**src/rtl/msp_pkg.sv**
```systemverilog
package msp_pkg;
   typedef enum logic {
      MSP_MODE_INSTR = 1'b0,
      MSP_MODE_SCAN  = 1'b1
   } msp_mode_e;
endpackage

```
**src/rtl/msp_ctrl.sv**
```systemverilog
module msp_ctrl
   import msp_pkg::*;
(
   input  logic      clk,
   input  logic      rst_n,
   input  logic      sel_n,
   input  logic      mode,
   output logic      shift_o,
   output msp_mode_e mode_o,
   output logic      start_o,
   output logic      cap_o,
   output logic      end0_o,
   output logic      idle_hi_o,
   output logic      exec_o
);
   logic      armed_q;
   logic      shift_q;
   msp_mode_e mode_q;
   logic      exec_q;

   // Start: idle, armed and select sampled low
   assign start_o   = !shift_q && armed_q && !sel_n;
   // Capture: inside shift state while still selected
   assign cap_o     = shift_q && !sel_n;
   // End of an instruction transfer: select released during shift state
   assign end0_o    = shift_q && sel_n && (mode_q == MSP_MODE_INSTR);
   assign idle_hi_o = !shift_q && sel_n;

   always_ff @(posedge clk or negedge rst_n) begin
      if (!rst_n) begin
         armed_q <= 1'b0;
         shift_q <= 1'b0;
         mode_q  <= MSP_MODE_INSTR;
         exec_q  <= 1'b0;
      end else begin
         exec_q <= end0_o;
         if (sel_n) begin
            armed_q <= 1'b1;
         end
         if (start_o) begin
            shift_q <= 1'b1;
            mode_q  <= msp_mode_e'(mode);
         end else if (shift_q && sel_n) begin
            shift_q <= 1'b0;
         end
      end
   end

   assign shift_o = shift_q;
   assign mode_o  = mode_q;
   assign exec_o  = exec_q;
endmodule

```
**src/rtl/msp_gap_mon.sv**
```systemverilog
module msp_gap_mon #(
   parameter int unsigned MIN_GAP = 6
) (
   input  logic clk,
   input  logic rst_n,
   input  logic end0_i,
   input  logic idle_hi_i,
   input  logic start_i,
   output logic err_o
);
   localparam int unsigned GW = (MIN_GAP < 2) ? 1 : $clog2(MIN_GAP);

   generate
      if (MIN_GAP > 1) begin : g_count
         logic [GW-1:0] left_q;
         logic          err_q;
         always_ff @(posedge clk or negedge rst_n) begin
            if (!rst_n) begin
               left_q <= '0;
               err_q  <= 1'b0;
            end else begin
               if (end0_i) begin
                  left_q <= GW'(MIN_GAP - 1);
               end else if (idle_hi_i && (left_q != '0)) begin
                  left_q <= left_q - 1'b1;
               end else if (start_i) begin
                  left_q <= '0;
               end
               if (start_i && (left_q != '0)) begin
                  err_q <= 1'b1;
               end
            end
         end
         assign err_o = err_q;
      end else begin : g_none
         // A single ending edge already meets the gap
         logic unused_in;
         assign unused_in = clk ^ rst_n ^ end0_i ^ idle_hi_i ^ start_i;
         assign err_o = 1'b0;
      end
   endgenerate
endmodule

```
**src/rtl/msp_shreg.sv**
```systemverilog
module msp_shreg #(
   parameter int unsigned W = 32
) (
   input  logic         clk,
   input  logic         rst_n,
   input  logic         start_i,
   input  logic         cap0_i,
   input  logic         end0_i,
   input  logic         load_i,
   input  logic         sdi,
   input  logic [W-1:0] resp_i,
   output logic [W-1:0] instr_o,
   output logic         resp_msb_o
);
   logic [W-1:0] in_sr_q;
   logic [W-1:0] out_sr_q;
   logic [W-1:0] instr_q;

   always_ff @(posedge clk or negedge rst_n) begin
      if (!rst_n) begin
         in_sr_q  <= '0;
         out_sr_q <= '0;
         instr_q  <= '0;
      end else begin
         if (start_i) begin
            in_sr_q <= '0;
         end else if (cap0_i) begin
            in_sr_q <= {in_sr_q[W-2:0], sdi};
         end
         if (load_i) begin
            out_sr_q <= resp_i;
         end else if (cap0_i) begin
            out_sr_q <= {out_sr_q[W-2:0], 1'b0};
         end
         if (end0_i) begin
            instr_q <= in_sr_q;
         end
      end
   end

   assign instr_o    = instr_q;
   assign resp_msb_o = out_sr_q[W-1];
endmodule

```
**src/rtl/msp_route.sv**
```systemverilog
module msp_route
   import msp_pkg::*;
(
   input  logic      shift_i,
   input  msp_mode_e mode_i,
   input  logic      sel_n,
   input  logic      sdi,
   input  logic      resp_msb_i,
   input  logic      scan_so,
   output logic      sdo,
   output logic      sdo_oe,
   output logic      scan_si,
   output logic      scan_en
);
   logic scan_path;

   assign scan_path = shift_i && (mode_i == MSP_MODE_SCAN);

   always_comb begin
      sdo_oe  = shift_i;
      scan_en = scan_path && !sel_n;
      scan_si = scan_en ? sdi : 1'b0;
      if (!shift_i) begin
         sdo = 1'b0;
      end else if (scan_path) begin
         sdo = scan_so;
      end else begin
         sdo = resp_msb_i;
      end
   end
endmodule

```
**src/rtl/mgmt_serial_port.sv**
```systemverilog
module mgmt_serial_port
   import msp_pkg::*;
#(
   parameter int unsigned W       = 32,
   parameter int unsigned MIN_GAP = 6
) (
   input  logic         clk,
   input  logic         rst_n,
   input  logic         sel_n,
   input  logic         mode,
   input  logic         sdi,
   output logic         sdo,
   output logic         sdo_oe,
   input  logic [W-1:0] resp_i,
   output logic [W-1:0] instr_o,
   output logic         exec_o,
   output logic         scan_si,
   input  logic         scan_so,
   output logic         scan_en,
   output logic         proto_err
);
   generate
      if (W < 2) begin : g_bad_w
         $error("mgmt_serial_port: W must be at least 2");
      end
      if (MIN_GAP < 1) begin : g_bad_gap
         $error("mgmt_serial_port: MIN_GAP must be at least 1");
      end
   endgenerate

   logic      shift_w;
   msp_mode_e mode_w;
   logic      start_w;
   logic      cap_w;
   logic      end0_w;
   logic      idle_hi_w;
   logic      exec_w;
   logic      cap0_w;
   logic      resp_msb_w;

   msp_ctrl u_ctrl (
      .clk       (clk),
      .rst_n     (rst_n),
      .sel_n     (sel_n),
      .mode      (mode),
      .shift_o   (shift_w),
      .mode_o    (mode_w),
      .start_o   (start_w),
      .cap_o     (cap_w),
      .end0_o    (end0_w),
      .idle_hi_o (idle_hi_w),
      .exec_o    (exec_w)
   );

   assign cap0_w = cap_w && (mode_w == MSP_MODE_INSTR);

   msp_shreg #(.W(W)) u_shreg (
      .clk        (clk),
      .rst_n      (rst_n),
      .start_i    (start_w),
      .cap0_i     (cap0_w),
      .end0_i     (end0_w),
      .load_i     (exec_w),
      .sdi        (sdi),
      .resp_i     (resp_i),
      .instr_o    (instr_o),
      .resp_msb_o (resp_msb_w)
   );

   msp_gap_mon #(.MIN_GAP(MIN_GAP)) u_gap (
      .clk       (clk),
      .rst_n     (rst_n),
      .end0_i    (end0_w),
      .idle_hi_i (idle_hi_w),
      .start_i   (start_w),
      .err_o     (proto_err)
   );

   msp_route u_route (
      .shift_i    (shift_w),
      .mode_i     (mode_w),
      .sel_n      (sel_n),
      .sdi        (sdi),
      .resp_msb_i (resp_msb_w),
      .scan_so    (scan_so),
      .sdo        (sdo),
      .sdo_oe     (sdo_oe),
      .scan_si    (scan_si),
      .scan_en    (scan_en)
   );

   assign exec_o = exec_w;
endmodule

```
**config.mk**
```make
export PLATFORM = sky130hd
export DESIGN_NAME = mgmt_serial_port
export DESIGN_NICKNAME = d
export VERILOG_FILES = /design/src/rtl/msp_pkg.sv /design/src/rtl/msp_ctrl.sv /design/src/rtl/msp_gap_mon.sv /design/src/rtl/msp_shreg.sv /design/src/rtl/msp_route.sv /design/src/rtl/mgmt_serial_port.sv
export SDC_FILE = /design/constraint.sdc
export NUM_CORES = 1
export LEC_CHECK = 0
export ABC_AREA = 1
export BUFFER_PORTS_ARGS = -buffer_cell sky130_fd_sc_hd__buf_2
export CAP_MARGIN = 20
export CORE_ASPECT_RATIO = 0.8
export CORE_MARGIN = 1
export CORE_UTILIZATION = 40
export CTS_CLUSTER_SIZE = 8
export DETAILED_ROUTE_END_ITERATION = 10
export HOLD_SLACK_MARGIN = 0.03
export PLACE_DENSITY_LB_ADDON = 0.12
export SETUP_SLACK_MARGIN = 0.2
export SYNTH_ARGS = -nofsm -noshare
export SYNTH_HDL_FRONTEND = slang
export SYNTH_HIERARCHICAL = 1
export SYNTH_SLANG_ARGS = --single-unit
export TNS_END_PERCENT = 5
```
**constraint.sdc**
```tcl
create_clock -name clk -period 2.3 [get_ports clk]
set_clock_uncertainty 0.2 [all_clocks]
set_input_delay 0.23 -clock clk [delete_from_list [all_inputs] [get_ports clk]]
set_output_delay 0.23 -clock clk [all_outputs]
set_load 0.02 [all_outputs]
```
Yosys cells after proc, flatten, opt, wreduce, memory -nomap -nowiden
Cells that the tools add are included.
Storage, ports and cells
  flip-flop bits (word level): 104
  latch bits: 0
  RAM bits: 0
  bits in read-only memories: 0
  output and inout bits: 38
  memories: 0
Cells by class
  add/subtract/negate cells: 1
  $mul: 0
  divide/modulo/power cells: 0
  magnitude comparators: 0
  equality and inequality tests: 0
  shifts and indexed selects: 0
  muxes and demuxes: 12
  bitwise gates (word level): 1
  reductions and logical operators: 18
Operators with widths (number)
  32-bit two-way mux: 4
  1-bit logical AND: 11
  3-bit two-way mux: 3
  2-bit nonzero test: 3
  3-bit nonzero test: 2
  1-bit two-way mux: 5
  3-bit by 1-bit subtractor with 3-bit output (second input constant): 1
  1-bit zero test: 2
  1-bit inverter: 1

Depth between registers and ports, before layout
Gate-level depths: netlist of run 1.
  depth after elaboration: 6
  mapped depth: 9

Cells and area by module
The synthesis of run 1 kept the hierarchy.
By module, submodules not included
  msp_shreg: instances 1, cells an instance 448, area each 3932.5 µm², seq. area each 2402.3 µm²
  msp_gap_mon: instances 1, cells an instance 30, area each 237.7 µm², seq. area each 100.1 µm²
  msp_ctrl: instances 1, cells an instance 17, area each 160.2 µm², seq. area each 100.1 µm²
  msp_route: instances 1, cells an instance 9, area each 45.0 µm², seq. area each 0.0 µm²
  mgmt_serial_port: instances 1, cells an instance 2, area each 10.0 µm², seq. area each 0.0 µm²

Worst setup path before layout of run 1
No wires, ideal clock.
  path kind: reg2reg
  from: register u_ctrl.shift_q (netlist: u_ctrl/shift_o)
  to: register u_shreg.instr_q[10] (netlist: u_shreg/instr_o[10])
  library setup time: 133 ps
  arrival: 1353 ps
  path slack: 614 ps
  cell stages (with the launch flop): 6
  buffers on the path: 2
  clock period less this slack: 1686 ps
  cells stage by stage: dfrtp_1 > inv_2 > nor3_1 > buf_2 > clkbuf_1 > o21ai_0
On the way
  word-level cells in the longest chain between the ends: 2
Ends and longest elaborated chain
  from (decl): line msp_ctrl.sv:17  | logic shift_q;
  from (signal assigned): line msp_ctrl.sv:32  | shift_q <= 1'b0;
  from (signal assigned): line msp_ctrl.sv:41  | shift_q <= 1'b1;
  from (signal assigned): line msp_ctrl.sv:44  | shift_q <= 1'b0;
  1-bit logical AND (2 in series): line msp_ctrl.sv:26  | assign end0_o = shift_q && sel_n && (mode_q == MSP_MODE_INSTR);
  net end0_w: line mgmt_serial_port.sv:35  | logic end0_w;
  to (signal assigned): line msp_shreg.sv:36  | instr_q <= in_sr_q;
  to (decl): line msp_shreg.sv:17  | logic [W-1:0] instr_q;
The timed path passes the listed nets, and every way through them passes these cells.
A chain may end at the register's enable or synchronous reset.

Final worst setup path of run 1
  from: input port sel_n
  to: register u_shreg.out_sr_q[19]
On the way
  word-level cells in the longest chain between the ends: 4
Ends and longest elaborated chain
  from (decl): line mgmt_serial_port.sv:9  | input logic sel_n,
  1-bit zero test: line msp_ctrl.sv:24  | assign cap_o = shift_q && !sel_n;
  1-bit logical AND: line msp_ctrl.sv:24
  net cap_w: line mgmt_serial_port.sv:34  | logic cap_w;
  1-bit logical AND: line mgmt_serial_port.sv:55  | assign cap0_w = cap_w && (mode_w == MSP_MODE_INSTR);
  net cap0_w: line mgmt_serial_port.sv:38  | logic cap0_w;
  2-bit nonzero test (no source line)
  to (signal assigned): line msp_shreg.sv:31  | out_sr_q <= resp_i;
  to (signal assigned): line msp_shreg.sv:33  | out_sr_q <= {out_sr_q[W-2:0], 1'b0};
  to (decl): line msp_shreg.sv:16  | logic [W-1:0] out_sr_q;
The timed path passes the listed nets, and every way through them passes these cells.

==> results_dict.tcl, run 1 <==
set metrics [dict create \
    antennaDiodeCount 0 \
    die_h_um 95.7 \
    max_cap_viol_count 0 \
    path_cells "dlygate4sd3_1 -> buf_2 -> nor2_1 -> inv_1 -> nor2_4 -> buf_4 -> nand3_1 -> nand3_1" \
    power_density_mw_per_mm2 748 \
    vias_per_cell 4.72 \
    ctsResizeCount 0 \
    path_buf_inv 4 \
    required_ns 2.37 \
    wl_met3_um 360 \
    rows 33 \
    slew_violations 0 \
    grt_usage_pct 18.1 \
    cts_buffers 9 \
    wl_per_cell_um 12.2 \
    cp_slowest_cell "dlygate4sd3_1" \
    critPathTopFamily "buffers and inverters" \
    core_area_mm2 0.0104 \
    initial_utilization_pct 42.0 \
    worstMarginPinSlew_ns 0.681 \
    cp_max_fo 18 \
    hold_path.class "reg -> reg" \
    cts_tree "yes" \
    clockBufferDepth 2 \
    grt_overflow_total 0 \
    arrival_ns 1.98 \
    fin_ws_ns 0.390 \
    status "finished clean" \
    cp-start-kind "input port" \
    antenna_left 0 \
    reg2reg_to "u_shreg/out_sr_q[19]" \
    finalWirelength_um 9170 \
    ir_drop_uv 395 \
    ys_warn_count 6 \
    die-area_mm2 0.0114 \
    synth_cell_types 22 \
    die_w_um 119 \
    final_core_utilization_pct 53.2 \
    worstReg2RegStart "u_ctrl/shift_o" \
    ys_seq_area_share_pct 59.3 \
    dp_slack_ns 0.495 \
    rr_worst_depth 7 \
    num_vias 3542 \
    htree_num_levels 3 \
    layout_commonest_cell "nand2_1" \
    post-dp-hpwl_um 5680 \
    final_cell_mix "164 x nand2_1, 104 x dfrtp_1, 99 x nand3_1" \
    synthCells 506 \
    cts_sinks 104 \
    cp-endpoint "u_shreg/out_sr_q[19]" \
    drive_gt1_share_pct 18.5 \
    gp_congestion 0.740 \
    area_growth_pct 26.8 \
    fin_crit_sh_pct 83.0 \
    tns_ns 0 \
    end_kind "flip-flop" \
    p_leak_nw 2.83 \
    rsz0062_at_grt "false" \
    pin_count 76 \
    met2WireLength_um 4220 \
    hold_viol 0 \
    io_buffers 75 \
    final_nets 647 \
    cts_post_setup_buffers_inserted 0 \
    postSynthAreaPerCell_um2 8.67 \
    worstSetupPathType "in -> reg" \
    startpoint "sel_n" \
    grt_max_degree 69 \
    highest_layer "met4" \
    grt_pass1_wl_um 16100 \
    dr.pass1.iters 4 \
    r2r_slack_ns 0.49 \
    crit_cells 8 \
    ys_ff_latch 104 \
    met1_length_um 4450 \
    max_freq_mhz 524 \
    maxSlewHeadroom_pct 54.6 \
    clk_pin_slew_ns 0.06 \
    drt_iter0_drc 244 \
    hold_buffers 36 \
    drc 0 \
    setup_violations 0 \
    grt_pass1_vias 3480 \
    insertion_delay_ns 0.34 \
    clockRootBuffer "clkbuf_16" \
    syn_nets 546 \
    synth_area_mm2 0.00439 \
    slowest_delay_ns 0.53 \
    antenna_found_initial 0 \
    fin_crit_ns 1.91 \
    cp_common_cell "nand3_1" \
]
[cell type report]
cell class | count | area (µm²)
Clock buffer | 12 | 246
Sequential cell | 104 | 2600
Multi-Input combinational cell | 323 | 1450
Inverter | 48 | 180
Tap cell | 140 | 175
Fill cell | 986 | 4890
Timing Repair Buffer | 121 | 863
Clock inverter | 3 | 42.5
[layer usage]
| layer | GRT usage, % | vias up |
|---|---|---|
| met4 | 7.28 | 0 |
| li1 | - | 1809 |
| met2 | 29.3 | 96 |
| met3 | 4.37 | 8 |
| met1 | 23.6 | 1629 |
| met5 | 0 | - |
[state kept, by name, indices dropped and copies added (netlist names)]
name / cells
u_shreg/out_sr_q: 32
u_ctrl/armed_q: 1
u_ctrl/shift_o: 1
u_gap/err_o: 1
u_ctrl/mode_o: 1
u_gap/g_count.left_q: 3
u_shreg/in_sr_q: 32
u_ctrl/exec_o: 1
u_shreg/instr_o: 32
[through the flow]
stage,instance area [µm²],power [mW],cells,hold slack (ns)
2_1_floorplan,4390,2.47,506,-0.266
3_3_place_gp,4910,2.65,700,0.121
3_5_place_dp,4910,2.66,700,0.121
4_1_cts,5560,4.22,751,0.261
5_1_grt,5560,4.40,751,0.272
6_report,5560,4.16,751,0.257
[cell families (layout without fill, tap and decap cells)]
kind of cell / after synthesis / after routing / synth area share [%]
adders and majority gates: 2 / 2 / 0.571
DFF: 104 / 104 / 59.3
buffers and inverters: 79 / 184 / 7.87
AOI/OAI and AO/OA: 40 / 40 / 4.74
and+or+nand+nor: 281 / 281 / 27.5
[synthesized netlist by cell type]
master / instances / area, µm²
nand2_1: 164 / 616
dfrtp_1: 104 / 2600
nand3_1: 99 / 495
inv_1: 43 / 161
o21ai_0: 29 / 145
buf_2: 15 / 75.1
nor2_1: 10 / 37.5
buf_4: 8 / 60.1
clkbuf_1: 7 / 26.3
o21ai_1: 6 / 30.0
inv_2: 5 / 18.8
a21oi_1: 3 / 15.0
ha_1: 2 / 25.0
nand2_2: 2 / 12.5
nor2_2: 2 / 12.5
a21o_2: 1 / 8.76
a21oi_2: 1 / 8.76
buf_1: 1 / 3.75
nand3_2: 1 / 10.0
nand4_1: 1 / 6.26
nor3_1: 1 / 5.00
nor3_2: 1 / 10.0
[worst min path at each step]
| stage | startpoint | to | slack (ns) | cells past startpoint |
|---|---|---|---|---|
| CTS | u_gap/err_o | u_gap/err_o | 0.26 | 1 |
| detailed placement | rst_n | u_shreg/instr_o[10] | 0.12 | 1 |
| global route | u_gap/err_o | u_gap/err_o | 0.27 | 1 |
| global placement | rst_n | u_shreg/instr_o[10] | 0.12 | 1 |
| finish | u_gap/err_o | u_gap/err_o | 0.26 | 1 |
| floorplan | rst_n | u_ctrl/armed_q | -0.27 | 0 |
[power breakdown]
group	switching (mW)	internal (mW)	total, mW
Sequential	0.0991	2.00	2.10
Clock	0.625	0.866	1.49
Combinational	0.340	0.228	0.568
Total	1.06	3.09	4.16
Note: power is estimated with default switching activity, not from simulation.
==> run 2, diff against run 1 <==
- clock period: 2.3 -> 1.5 ns (I/O delays scaled with it)
==> run 2 against run 1 <==
Sequential share of layout area fell by 2.8 points. Clock-buffer cell count shrank 1. Combinational power grew 92%. Cell area is 6.4% higher. Setup slack worse by 0.44 ns. Power increased by 56%. The run now ends with negative hold slack, negative setup slack left. Highest routed layer unchanged. Sequential power grew 54%. Via count up 4.9%. Die area did not move. Register-to-register slack got worse by 0.54 ns. Non-clock buffer count increased by 17. Global-route usage is 0.20 points higher.
==> results_dict.tcl, run 2 (synthesis gave the netlist of run 1 again) <==
set metrics [dict create \
    status "finished, violations left" \
    violations "negative hold slack, negative setup slack" \
    final_nets 664 \
    max_cap_viol_count 0 \
    tns_ns -0.724 \
    grt_max_degree 71 \
    die_w_um 119 \
    hold_viol 1 \
    slew_violations 0 \
    p_leak_nw 3.01 \
    drive_gt1_share_pct 25.3 \
    cp-start-kind "flip-flop" \
    maxSlewHeadroom_pct 71.4 \
    pin_count 76 \
    dp_slack_ns -0.0245 \
    max_freq_mhz 647 \
    htree_num_levels 3 \
    worstMarginPinSlew_ns 0.428 \
    antennaDiodeCount 0 \
    hold_buffers 36 \
    post-dp-hpwl_um 5840 \
    wl_per_cell_um 13.3 \
    holdWs_ns -0.128 \
    final_cells 769 \
    fin_crit_sh_pct 103 \
    drc 0 \
    insertion_delay_ns 0.34 \
    final_cell_mix "152 x nand2_1, 103 x dfrtp_1, 91 x nand3_1" \
    die_h_um 95.7 \
    arrival_ns 1.57 \
    initial_utilization_pct 42.0 \
    hold_path.class "in -> reg" \
    core_area_mm2 0.0104 \
    antenna_found_initial 0 \
    setup_violations 33 \
    final_core_utilization_pct 56.6 \
    rows 33 \
    cp_max_fo 8 \
    io_buffers 75 \
    gp_congestion 0.759 \
    die-area_mm2 0.0114 \
    clockBufferDepth 2 \
    drt_iter0_drc 182 \
    grt_overflow_total 0 \
    grt_pass1_wl_um 16300 \
    placed_cells 707 \
    worstSetupPathType "reg -> reg" \
    cts_buffers 9 \
    area_growth_pct 34.9 \
    grt_pass1_vias 3390 \
    finalWirelength_um 10200 \
    vias_per_cell 4.83 \
    clockRootBuffer "clkbuf_16" \
    clk_pin_slew_ns 0.07 \
    num_vias 3716 \
    fin_area_mm2 0.00591 \
    rsz0062_at_grt "true" \
    fin_crit_ns 1.55 \
    cts_tree "yes" \
    end_kind "flip-flop" \
    ir_drop_uv 592 \
    cts_sinks 104 \
    grt_usage_pct 18.3 \
    power_density_mw_per_mm2 1100 \
    fin_ws_ns -0.0459 \
    dr.pass1.iters 4 \
    antenna_left 0 \
    placed_area_mm2 0.00498 \
    finalPower_mw 6.50 \
    required_ns 1.53 \
    layout_commonest_cell "nand2_1" \
]
## run 2: critical path: stages (launching register included)
cell and delay [ns]:
dfrtp_1 0.37, inv_2 0.08, nor2_4 0.08, inv_2 0.04
nor2_4 0.23, nor2_4 0.11, clkbuf_16 0.18, nand2_1 0.06
nand3_1 0.07
## run 2: repair_timing
| action | CTS | global route |
|---|---|---|
| setup endpoints to repair | 105 | 106 |
| cloned | 1 | 3 |
| pin swaps | 4 | 2 |
| gates resized for setup | 18 | 33 |
| hold endpoints to repair | 140 | 1 |
| setup buffers | 5 | 1 |
## run 2: worst paths after layout
kind                                 from                    to  slack, ns  cells after the start
min                                 sel_n        u_ctrl/shift_o      -0.13                      2
max in group asynchronous           rst_n    u_shreg/in_sr_q[7]       0.58                      3
max reg2reg                u_ctrl/shift_o  u_shreg/out_sr_q[21]      -0.05                      8
min in group asynchronous           rst_n   u_shreg/instr_o[21]       0.17                      3
max                        u_ctrl/shift_o  u_shreg/out_sr_q[21]      -0.05                      8
min reg2reg                   u_gap/err_o           u_gap/err_o       0.26                      1
## run 2: final cells by class
| type | count | area (µm²) |
|---|---|---|
| multi-input cells | 323 | 1560 |
| clock inverters | 5 | 32.5 |
| inverters | 48 | 185 |
| flip-flops and latches | 104 | 2600 |
| clock buffers | 11 | 243 |
| fillers | 950 | 4530 |
| well taps | 140 | 175 |
| repair buffers | 138 | 1120 |
## run 2: routing by layer
layer / up-vias / share of wire, % / GRT usage, %
li1: 1843 / - / -
met1: 1787 / 50 / 26.2
met4: 0 / 1.5 / 6.96
met5: - / 0 / 0
met3: 14 / 3.5 / 4.31
met2: 72 / 45 / 26.9
## run 2: power by group
part / switching, mW / total (mW) / internal [mW]
sequential: 0.169 / 3.23 / 3.06
combinational: 0.610 / 1.09 / 0.481
clock: 1.01 / 2.18 / 1.17
